--- config.mk ---
export PLATFORM = sky130hd
export DESIGN_NAME = page_xlate_top
export DESIGN_NICKNAME = d
export VERILOG_FILES = /design/src/rtl/pxl_pkg.sv /design/src/rtl/pxl_table.sv /design/src/rtl/pxl_refbits.sv /design/src/rtl/pxl_resp.sv /design/src/rtl/page_xlate_top.sv
export SDC_FILE = /design/constraint.sdc
export NUM_CORES = 1
export LEC_CHECK = 0
export ABC_AREA = 1
export CAP_MARGIN = 20
export CELL_PAD_IN_SITES_DETAIL_PLACEMENT = 1
export CELL_PAD_IN_SITES_GLOBAL_PLACEMENT = 1
export CORE_UTILIZATION = 37
export DETAILED_ROUTE_END_ITERATION = 12
export HOLD_SLACK_MARGIN = 0.02
export PLACE_DENSITY_LB_ADDON = 0.05
export SLEW_MARGIN = 25
export SYNTH_ARGS = -nofsm -noshare
export SYNTH_HDL_FRONTEND = slang
export SYNTH_SLANG_ARGS = --single-unit
--- constraint.sdc ---
create_clock -name clk -period 1.4 [get_ports clk]
set_input_delay 0.14 -clock clk [delete_from_list [all_inputs] [get_ports clk]]
set_output_delay 0.14 -clock clk [all_outputs]
set_load 0.005 [all_outputs]
--- src/rtl/pxl_pkg.sv ---
package pxl_pkg;
    localparam int VA_W_DEF  = 16;
    localparam int PA_W_DEF  = 16;
    localparam int OFF_W_DEF = 12;

    typedef enum logic [1:0] {
        OS_IDLE  = 2'd0,
        OS_HIT   = 2'd1,
        OS_FAULT = 2'd2
    } out_state_e;
endpackage

--- src/rtl/pxl_table.sv ---
module pxl_table #(
    parameter int IDX_W   = 4,
    parameter int FRAME_W = 4,
    localparam int ENTRIES = 1 << IDX_W
) (
    input  logic               clk,
    input  logic               rst_n,
    input  logic               wr_en,
    input  logic [IDX_W-1:0]   wr_idx,
    input  logic [FRAME_W-1:0] wr_frame,
    input  logic               wr_valid,
    input  logic [IDX_W-1:0]   rd_idx,
    output logic [FRAME_W-1:0] rd_frame,
    output logic               rd_valid
);
    logic [FRAME_W-1:0] frame_q [ENTRIES];
    logic [ENTRIES-1:0] valid_q;

    for (genvar e = 0; e < ENTRIES; e++) begin : g_entry
        always_ff @(posedge clk) begin
            if (!rst_n) begin
                frame_q[e] <= '0;
                valid_q[e] <= 1'b0;
            end else if (wr_en && (wr_idx == IDX_W'(e))) begin
                frame_q[e] <= wr_frame;
                valid_q[e] <= wr_valid;
            end
        end
    end

    always_comb begin
        rd_frame = frame_q[rd_idx];
        rd_valid = valid_q[rd_idx];
    end

    // a load is visible in the entry on the next cycle
    a_r8_load_stores: assert property (@(posedge clk) disable iff (!rst_n)
        wr_en |=> (valid_q[$past(wr_idx)] == $past(wr_valid))
               && (frame_q[$past(wr_idx)] == $past(wr_frame)));
endmodule

--- src/rtl/pxl_refbits.sv ---
module pxl_refbits #(
    parameter int IDX_W = 4,
    localparam int ENTRIES = 1 << IDX_W
) (
    input  logic               clk,
    input  logic               rst_n,
    input  logic               set_en,
    input  logic [IDX_W-1:0]   set_idx,
    input  logic               clr_all,
    input  logic               wr_en,
    input  logic [IDX_W-1:0]   wr_idx,
    output logic [ENTRIES-1:0] ref_q
);
    logic [ENTRIES-1:0] set_mask;
    logic [ENTRIES-1:0] wclr_mask;

    always_comb begin
        set_mask  = set_en ? (ENTRIES'(1) << set_idx) : '0;
        wclr_mask = wr_en  ? (ENTRIES'(1) << wr_idx)  : '0;
    end

    // per-entry flag: set wins over both clears
    for (genvar e = 0; e < ENTRIES; e++) begin : g_flag
        always_ff @(posedge clk) begin
            if (!rst_n)
                ref_q[e] <= 1'b0;
            else if (set_mask[e])
                ref_q[e] <= 1'b1;
            else if (clr_all || wclr_mask[e])
                ref_q[e] <= 1'b0;
        end
    end

    a_r5_hit_sets_flag: assert property (@(posedge clk) disable iff (!rst_n)
        set_en |=> ref_q[$past(set_idx)]);
    a_r6_bulk_clear: assert property (@(posedge clk) disable iff (!rst_n)
        (clr_all && !set_en) |=> (ref_q == '0));
    a_r7_clear_vs_hit: assert property (@(posedge clk) disable iff (!rst_n)
        (clr_all && set_en) |=> ($countones(ref_q) == 1) && ref_q[$past(set_idx)]);
    a_r11_write_vs_hit: assert property (@(posedge clk) disable iff (!rst_n)
        (wr_en && set_en && (wr_idx == set_idx)) |=> ref_q[$past(wr_idx)]);
endmodule

--- src/rtl/pxl_resp.sv ---
module pxl_resp
    import pxl_pkg::*;
#(
    parameter int PA_W = 16
) (
    input  logic            clk,
    input  logic            rst_n,
    input  logic            req,
    input  logic            hit,
    input  logic [PA_W-1:0] pa_in,
    output logic            rsp_valid,
    output logic            rsp_fault,
    output logic [PA_W-1:0] rsp_paddr
);
    out_state_e      state_q, state_d;
    logic [PA_W-1:0] pa_q;

    always_comb begin
        state_d = OS_IDLE;
        if (req) state_d = hit ? OS_HIT : OS_FAULT;
    end

    always_ff @(posedge clk) begin
        if (!rst_n) begin
            state_q <= OS_IDLE;
            pa_q    <= '0;
        end else begin
            state_q <= state_d;
            pa_q    <= (req && hit) ? pa_in : '0;
        end
    end

    always_comb begin
        rsp_valid = 1'b0;
        rsp_fault = 1'b0;
        rsp_paddr = '0;
        unique case (state_q)
            OS_IDLE:  ;
            OS_HIT: begin
                rsp_valid = 1'b1;
                rsp_paddr = pa_q;
            end
            OS_FAULT: begin
                rsp_valid = 1'b1;
                rsp_fault = 1'b1;
            end
            default: ;
        endcase
    end

    a_r3_valid_after_req: assert property (@(posedge clk) disable iff (!rst_n)
        req |=> rsp_valid);
    a_r3_idle_without_req: assert property (@(posedge clk) disable iff (!rst_n)
        !req |=> !rsp_valid);
    a_r4_fault_only_with_valid: assert property (@(posedge clk) disable iff (!rst_n)
        rsp_fault |-> rsp_valid);
endmodule

--- src/rtl/page_xlate_top.sv ---
module page_xlate_top
    import pxl_pkg::*;
#(
    parameter int VA_W  = VA_W_DEF,
    parameter int PA_W  = PA_W_DEF,
    parameter int OFF_W = OFF_W_DEF,
    localparam int IDX_W   = VA_W - OFF_W,
    localparam int FRAME_W = PA_W - OFF_W,
    localparam int ENTRIES = 1 << IDX_W
) (
    input  logic               clk,
    input  logic               rst_n,
    input  logic               lk_req,
    input  logic [VA_W-1:0]    lk_vaddr,
    output logic               rsp_valid,
    output logic               rsp_fault,
    output logic [PA_W-1:0]    rsp_paddr,
    input  logic               wr_en,
    input  logic [IDX_W-1:0]   wr_idx,
    input  logic [FRAME_W-1:0] wr_frame,
    input  logic               wr_valid,
    input  logic               ref_clr,
    output logic [ENTRIES-1:0] ref_bits
);
    logic [IDX_W-1:0]   lk_idx;
    logic [FRAME_W-1:0] tbl_frame;
    logic               tbl_valid;
    logic               lk_hit;
    logic [PA_W-1:0]    pa_next;

    always_comb begin
        lk_idx  = lk_vaddr[VA_W-1:OFF_W];
        lk_hit  = lk_req && tbl_valid;
        pa_next = {tbl_frame, lk_vaddr[OFF_W-1:0]};
    end

    pxl_table #(.IDX_W(IDX_W), .FRAME_W(FRAME_W)) u_table (
        .clk(clk), .rst_n(rst_n),
        .wr_en(wr_en), .wr_idx(wr_idx), .wr_frame(wr_frame), .wr_valid(wr_valid),
        .rd_idx(lk_idx), .rd_frame(tbl_frame), .rd_valid(tbl_valid)
    );

    pxl_refbits #(.IDX_W(IDX_W)) u_ref (
        .clk(clk), .rst_n(rst_n),
        .set_en(lk_hit), .set_idx(lk_idx), .clr_all(ref_clr),
        .wr_en(wr_en), .wr_idx(wr_idx), .ref_q(ref_bits)
    );

    pxl_resp #(.PA_W(PA_W)) u_resp (
        .clk(clk), .rst_n(rst_n),
        .req(lk_req), .hit(tbl_valid), .pa_in(pa_next),
        .rsp_valid(rsp_valid), .rsp_fault(rsp_fault), .rsp_paddr(rsp_paddr)
    );

    a_r2_translate: assert property (@(posedge clk) disable iff (!rst_n)
        (lk_req && tbl_valid) |=> !rsp_fault
            && (rsp_paddr == {$past(tbl_frame), $past(lk_vaddr[OFF_W-1:0])}));
    a_r4_fault_keeps_flag: assert property (@(posedge clk) disable iff (!rst_n)
        (lk_req && !tbl_valid && !ref_clr && !(wr_en && wr_idx == lk_idx))
            |=> rsp_fault && (rsp_paddr == '0)
             && (ref_bits[$past(lk_idx)] == $past(ref_bits[lk_idx])));
endmodule

; Word-level counts from Yosys, hierarchy flattened
; Memories as Yosys holds them, arrays and structs flattened. A register that Yosys moved wholly into a read port is not among the register bits.
; Index checks and enable logic that the tools add are counted.
[totals]
regBits = 50
latchBits = 0
ram_bits = 64
romBits = 0
in_bits = 30
output_inout_bits = 34
wordCells = 230
memories = 1
[mem_list]
columns = memory, depth, word_bits, read_ports, rd_ports_with_merged_regs, write_ports, line
row1 = u_table.frame_q, 16, 4, 1, 1, 16, pxl_table.sv:16  ; logic [FRAME_W-1:0] frame_q [ENTRIES];
[op_classes]
add_sub_neg = 0
mul = 0
n_div = 0
magnitude_cmp = 1
eq_ne = 17
shifts = 2
mux = 105
n_bitwise = 16
n_reduce_logical = 54
[op_table]
columns = operator, count
row1 = 1-bit two-way mux, 84
row2 = 4-bit two-way mux, 16
row3 = 16-bit two-way mux, 3
row4 = "4-bit equality test, second input constant", 8
row5 = 2-bit nonzero test, 16
row6 = "1-bit by 4-bit << shifter with 16-bit output, first input constant", 2
row7 = 1-bit logical AND, 17
row8 = "4-bit by 3-bit equality test with 1-bit output, second input constant", 4
row9 = 1-bit logical OR, 16
row10 = 1-bit OR, 16
row11 = "4-bit by 2-bit equality test with 1-bit output, second input constant", 2
row12 = "4-bit by 5-bit less-than comparator with 1-bit output, second input constant", 1
row13 = 1-bit binary-select mux with 4-bit select, 1
row14 = "4-bit by 1-bit equality test with 1-bit output, second input constant", 1
row15 = 4-bit logical NOT, 1
row16 = 2-bit AND reduction, 2
row17 = "2-bit by 1-bit equality test with 1-bit output, second input constant", 1
row18 = "2-bit equality test, second input constant", 1
row19 = 2-bit two-way mux, 1
row20 = 2-bit OR reduction, 1
row21 = 1-bit logical NOT, 1

; Longest topological paths before layout
; Gate-level depths: netlist of the first run.
[depth]
word_depth = 6
mapped_depth = 11
ltp_nobuf = 9

; Cells and area by module
; From an unflattened synthesis of the first run, not the netlist that was laid out.
[hier_totals]
hier_cells = 722
area_unflattened_um2 = 5550.3
[modules_own_cells]
columns = mod, instances, cells_each, area_per_inst_um2, seq_area_each_um2
row1 = pxl_table, 1, 484, 3950.0, 2242.2
row2 = pxl_refbits, 1, 142, 875.8, 320.3
row3 = pxl_resp, 1, 94, 716.9, 360.3
row4 = page_xlate_top, 1, 2, 7.5, 0.0

; Least setup slack after synthesis of the first run
; Ideal clock, no wire load.
[synth_timing]
path_kind = input to register
start = in rst_n
end = mem u_table.frame_q[0][0] (enable)
setup_ps = 274
arrival_ps = 1013
required_ps = 1126
path_slack_ps = 113
path_stages = 4
n_path_buf = 3
cell_sequence = buf_2 buf_1 clkbuf_1 nand2_1
[synth_lines]
columns = item, line
row1 = "start, declared", page_xlate_top.sv:12  ; input logic rst_n,
row2 = "end, declared", pxl_table.sv:16

; Worst setup path after layout of the first run
[layout_timing]
start = reg u_resp.state_q[1]
end = out rsp_paddr[4]
[layout_between]
elab_chain_cells = 2
[layout_rtl]
columns = item, line
row1 = "start, declared", pxl_resp.sv:15  ; out_state_e state_q, state_d;
row2 = "start signal, assigned", pxl_resp.sv:28  ; state_q <= state_d;
row3 = 2-bit by 1-bit equality test with 1-bit output, pxl_resp.sv:37  ; unique case (state_q)
row4 = 16-bit two-way mux, pxl_resp.sv:37
row5 = "end, declared", page_xlate_top.sv:17  ; output logic [PA_W-1:0] rsp_paddr,
; Every way passes these cells.

==> impl_metrics.yaml, run 1 <==
logic_synthesis:
  synth.distinct_cells: 28
  syn_area_per_cell_um2: 8.23
  synth.yosys.seq_area_share: 0.563
  yosysWarnings: 0
  synth_area_um2: 5190
  ys_ff_latch: 114
  synthesis.nets: 662
  synthCells: 630
timing:
  fmax_ghz: 0.675
  slew_headroom: 0.698
  max_slew.worst_pin.slew_ns: 0.450
  timing.final.crit_share: 1.06
  finalHoldWorstSlack_ns: 0.183
  setup_violations: 16
  hold_viol: 0
  period_needed_ns: 1.48
  rsz0062_at_grt: "yes"
  finalMaxSlewViolations: 0
  layout_setup_ws_ns: -0.0816
  fin_worst_skew_ns: 0.00718
global_route:
  grt_pass1_vias: 5210
  gr-total-overflow: 0
  antenna_found_initial: 0
  grt.total_usage: 0.262
  grt_max_degree: 18
  grt_pass1_wl_um: 27900
routing:
  vias: 4947
  postRouteAntennaNets: 0
  via_per_inst: 5.17
  wl_um: 18600
  dr.pass1.iters: 5
  drc_errors: 0
  drt-initial-drc-count: 320
  wl_per_cell_um: 19.5
flow_run:
  maxCapViolations: 0
finish:
  area_delta_synth_final_pct: 47.2
  finalNetCount: 800
  diodes: 0
  num-fill-cells: 1599
  utilization: 0.568
  regArea_um2: 2930
  layout-drive-gt1-share: 0.292
  multi_input_area_um2: 2120
clock_tree:
  clk_latency_ns: 0.42
  cts_buffer_depth: 2
  clkTransAtPathRegs_ns: 0.05
  cts_tree: "built"
  cts_buffers: 17
  clockRootBuffer: "clkbuf_16"
  htreeDepth: 4
  cts_sinks: 114
floorplanning:
  die_w_um: 120
  rows: 42
  start_util: 0.386
  ios: 64
  dieArea_um2: 14500
  core_um2: 13500
  fp.dieH_um: 120
power_and_ir_drop:
  p_leak_nw: 3.51
  power.density_nw_per_um2: 1230
  ir_drop_uv: 723
critical_path:
  critPathSlowestCell: "dfxtp_2"
  arrival_ns: 1.34
  crit_path_end_kind: "output pin"
  critPathMaxFanout: 8
  path_cells: "inv_2 -> ha_4 -> buf_12 -> nand2_1 -> inv_1 -> buf_2"
  startpoint_type: "flip-flop"
  worstSetupPathType: "flip-flop to output pin"
  slowest_delay_ns: 0.33
  required_ns: 1.26
placed_design:
  globalplace.congestion: 0.948
  numPortBuffers: 63
  dp_hpwl_um: 13000
run_status:
  status: "finished, violations left"
  violations: "setup timing"
min_path:
  min_path_type: "input port to flip-flop"
registers in the layout, summed over array words and instances (netlist names):
signal / flops
u_ref.ref_q: 16
u_resp.state_q: 2
u_table.valid_q: 16
u_resp.pa_q: 16
u_table.frame_q: 64
cell type report:
| class | count | share of cell area |
|---|---|---|
| Clock inverter | 8 | 0.0156 |
| Timing Repair Buffer | 149 | 0.186 |
| Timing Repair inverter | 1 | 0.000655 |
| Tap cell | 176 | 0.0288 |
| Multi-Input combinational cell | 408 | 0.278 |
| Inverter | 77 | 0.0388 |
| Clock buffer | 24 | 0.0687 |
| Sequential cell | 114 | 0.383 |
where the power goes:
part	internal [mW]	switching (mW)	leakage (nW)
clock	3.14	1.56	0.317
combinational	0.401	0.577	2.18
sequential	3.67	0.0545	1.02
logic make-up after synthesis:
group | count (synthesis) | share of synthesized area
and+or+nand+nor | 365 | 0.307
DFF | 114 | 0.563
buffers and inverters | 110 | 0.0866
AOI/OAI and AO/OA | 39 | 0.0384
adders and majority gates | 2 | 0.00482
layer usage:
metal | up-vias | global-route usage | part of all wire
met1 | 2462 | 0.315 | 0.43
li1 | 2317 | - | -
met5 | - | 0 | 0
met4 | 0 | 0.114 | 0.028
met3 | 34 | 0.0585 | 0.040
met2 | 134 | 0.450 | 0.50
final timing paths:
check,from,endpoint,slack [ns],cells past startpoint
setup / recovery,u_resp.state_q[1],rsp_paddr[4],-0.08,6
hold reg to reg,u_ref.ref_q[14],u_ref.ref_q[14],0.47,2
setup reg to reg,u_table.valid_q[2],u_resp.pa_q[15],0.10,9
hold / removal,rst_n,u_ref.ref_q[5],0.18,3
synth_stat cells:
cell type	number	area (um^2)
clkinv_1	2	7.51
nor2_1	106	398
nand3_1	62	310
a21oi_1	21	105
inv_1	73	274
edfxtp_1	64	1920
nand2_1	142	533
ha_1	2	25.0
and2_0	1	6.26
buf_2	8	40.0
nor3_1	14	70.1
nand3_2	1	10.0
inv_2	2	7.51
buf_4	3	22.5
o22ai_1	1	6.26
or2_2	1	6.26
nor2_4	2	22.5
clkbuf_1	17	63.8
buf_6	2	22.5
dfxtp_1	50	1000
o21ai_0	15	75.1
o21ai_1	1	5.00
buf_1	3	11.3
nand2_2	1	6.26
nand4_1	24	150
nand2_4	2	22.5
a21boi_0	1	7.51
nor2_2	9	56.3
worst max-delay path, delay by kind of cell (launching register included):
kind,cells,cell delay (ns)
buffers and inverters,4,0.34
AND/OR/NAND/NOR,1,0.07
adder cells (fa/ha/maj),1,0.18
flip-flops,1,0.33
through the flow:
step	instance area (um^2)	setup WS, ns	std cells	setup TNS (ns)	total power [mW]
floorplan	5190	0.113	630	0	4.15
global placement	6590	-0.461	913	-54.18	4.59
detailed placement	6590	-0.465	913	-62.94	4.61
CTS	7240	-0.174	947	-1.86	9.30
global route	7640	-0.131	957	-1.83	9.68
finish	7640	-0.0816	957	-0.913	9.41
timing repair:
action	CTS	global route
gates resized for setup	120	72
endpoints found under the setup margin	75	118
cloned	1	4
hold buffers	0	0
pin swaps	1	18
setup buffers	1	7
cell usage in the layout, fill, tap and decap left out, drive strengths merged:
master,n
nand2,147
a21oi,21
or2,1
o22ai,1
dfxtp,50
inv,74
nor3,14
nor2,117
a21boi,1
o21ai,16
and2,1
edfxtp,64
clkbuf,25
clkdlybuf4s15,1
nand4,24
clkinv,5
dlymetal6s2s,1
bufinv,3
clkdlybuf4s50,26
nand3,63
buf,103
dlygate4sd2,17
ha,2
clkinvlp,4
(Power assumes the default switching activity.)
==> inputs of run 2 (changes only) <==
--- a/config.mk
+++ b/config.mk
@@ -9,7 +9,7 @@
 export CAP_MARGIN = 20
 export CELL_PAD_IN_SITES_DETAIL_PLACEMENT = 1
 export CELL_PAD_IN_SITES_GLOBAL_PLACEMENT = 1
-export CORE_UTILIZATION = 37
+export CORE_UTILIZATION = 30
 export DETAILED_ROUTE_END_ITERATION = 12
 export HOLD_SLACK_MARGIN = 0.02
 export PLACE_DENSITY_LB_ADDON = 0.05
==> constraint.sdc (replaced) <==
create_clock -name clk -period 1.5 [get_ports clk]
set_input_delay 0.15 -clock clk [delete_from_list [all_inputs] [get_ports clk]]
set_output_delay 0.15 -clock clk [all_outputs]
set_load 0.005 [all_outputs]
==> run 2 against run 1 <==
  * The flow now finishes without violations
  * Die area increased by 23%
  * Critical path depth is the same
  * Sequential power down 6.5%
  * Non-clock buffer count shrank 9
  * Clock power fell by 8.1%
  * Critical endpoint is now rsp_paddr[6]
==> impl_metrics.yaml, run 2 (synthesis results as in run 1) <==
critical_path:
  critPathMaxFanout: 8
  cp.buffers_inverters: 4
  slowest_delay_ns: 0.33
  path_cells: "inv_2 -> ha_4 -> buf_12 -> nand2_4 -> inv_2 -> buf_2"
  crit_family: "buffers and inverters"
  startpoint_type: "flip-flop"
  worstSetupPathType: "flip-flop to output pin"
  cpMostUsedCell: "inv_2"
  crit_path_end_kind: "output pin"
  arrival_ns: 1.32
  required_ns: 1.35
  critPathSlowestCell: "dfxtp_2"
floorplanning:
  fp.dieH_um: 133
  rows: 47
  dieArea_um2: 17800
  start_util: 0.310
  ios: 64
  core_um2: 16800
  die_w_um: 133
routing:
  routed.top_layer: "met4"
  wl_met2_um: 8990
  vias: 4664
  wl_met1_um: 7590
  drc_errors: 0
  wl_per_cell_um: 17.9
  drt-initial-drc-count: 210
  wl_met3_um: 767
  wl_um: 17700
  postRouteAntennaNets: 0
  via_per_inst: 4.72
  dr.pass1.iters: 4
finish:
  finalNetCount: 788
  stdcell_area_um2: 7430
  layout-drive-gt1-share: 0.237
  final_common_cell: "nand2_1"
  area_delta_synth_final_pct: 43.2
  largest_register_ffs: 64
  diodes: 0
  utilization: 0.443
  regMostFlops: "u_table.frame_q"
  mostFrequentLayoutCells: "nand2_1 (125), nor2_1 (106), buf_4 (67), edfxtp_1 (64), nand3_1 (60)"
timing:
  setup_violations: 0
  hold_viol: 0
  finalSetupTns_ns: 0
  layout_setup_ws_ns: 0.0299
  period_needed_ns: 1.47
  fin_worst_skew_ns: 0.00878
  slew_headroom: 0.785
  rsz0062_at_grt: "yes"
  finalMaxSlewViolations: 0
  timing.final.crit_share: 0.980
  fmax_ghz: 0.680
  max_slew.worst_pin.slew_ns: 0.322
global_route:
  grt_pass1_vias: 5129
  grt_pass1_wl_um: 28000
  gr-total-overflow: 0
  grt.total_usage: 0.215
  antenna_found_initial: 0
  grt_max_degree: 26
clock_tree:
  clockRootBuffer: "clkbuf_16"
  postCtsHoldBufs: 0
  htreeDepth: 4
  cts_buffers: 17
  cts_buffer_depth: 2
  clk_latency_ns: 0.42
  cts_tree: "built"
  cts_sinks: 114
  clkTransAtPathRegs_ns: 0.05
placed_design:
  dpl_cell_area_um2: 6590
  globalplace.congestion: 0.839
  dp_hpwl_um: 13400
  pre_cts_ws_ns: -0.464
  numPortBuffers: 63
flow_run:
  maxCapViolations: 0
power_and_ir_drop:
  p_leak_nw: 3.47
  power.density_nw_per_um2: 1150
  ir_drop_uv: 762
run_status:
  status: "finished, final reports clean"
min_path:
  min_path_type: "input port to flip-flop"
-- run 2: changes by cell type in the layout (fill, tap and decap cells not counted), moves of 9 or more --
cell             delta
nor2_1             +12
dlygate4sd2_1      -15
clkdlybuf4s50_1    +16
nand2_4             +9
a21oi_1            +10
nand2_2            -14
buf_2              -10
-- run 2: repair_timing --
| action | CTS | global route |
|---|---|---|
| gates cloned | 1 | 0 |
| setup buffers | 3 | 0 |
| setup endpoints to repair | 19 | 51 |
| pin swaps | 4 | 5 |
| gates resized for setup | 94 | 53 |
-- run 2: worst paths after layout --
kind / from / endpoint / slack, ns / cells after the start
setup / recovery: u_resp.state_q[1] / rsp_paddr[6] / 0.03 / 6
hold / removal: rst_n / u_resp.state_q[1] / 0.15 / 3
setup reg to reg: u_table.valid_q[0] / u_ref.ref_q[2] / 0.14 / 9
hold reg to reg: u_ref.ref_q[12] / u_ref.ref_q[12] / 0.47 / 2
-- run 2: metrics by stage --
stage | power, mW | cells | hold slack, ns
global route | 8.86 | 989 | 0.169
detailed placement | 4.29 | 955 | 0.467
floorplan | 3.87 | 630 | 0.262
finish | 8.56 | 989 | 0.154
CTS | 8.65 | 991 | 0.157
global placement | 4.27 | 955 | 0.465
-- run 2: layout make-up --
cell class	instances	area [um^2]
flip-flops and latches	114	2930
clock inverters	5	52.6
well taps	220	275
clock buffers	27	598
repair buffers	140	1320
multi-input cells	406	1960
fillers	1992	9330
inverters	77	292
-- run 2: metal layers --
layer	vias to the layer above	GRT usage
li1	2287	-
met1	2259	0.258
met2	94	0.377
met3	24	0.0468
met4	0	0.0777
met5	-	0
-- run 2: tightest hold or removal path: cells and delay by family --
family | cells | cell delay, ns
buffers and inverters | 1 | 0.20
AND/OR/NAND/NOR | 2 | 0.18
-- run 2: power breakdown --
part / leakage, nW / total [mW] / switching [mW] / internal [mW]
clock network: 0.327 / 4.33 / 1.43 / 2.89
registers: 1.02 / 3.48 / 0.0496 / 3.43
logic: 2.13 / 0.761 / 0.457 / 0.305
total: 3.47 / 8.56 / 1.94 / 6.62
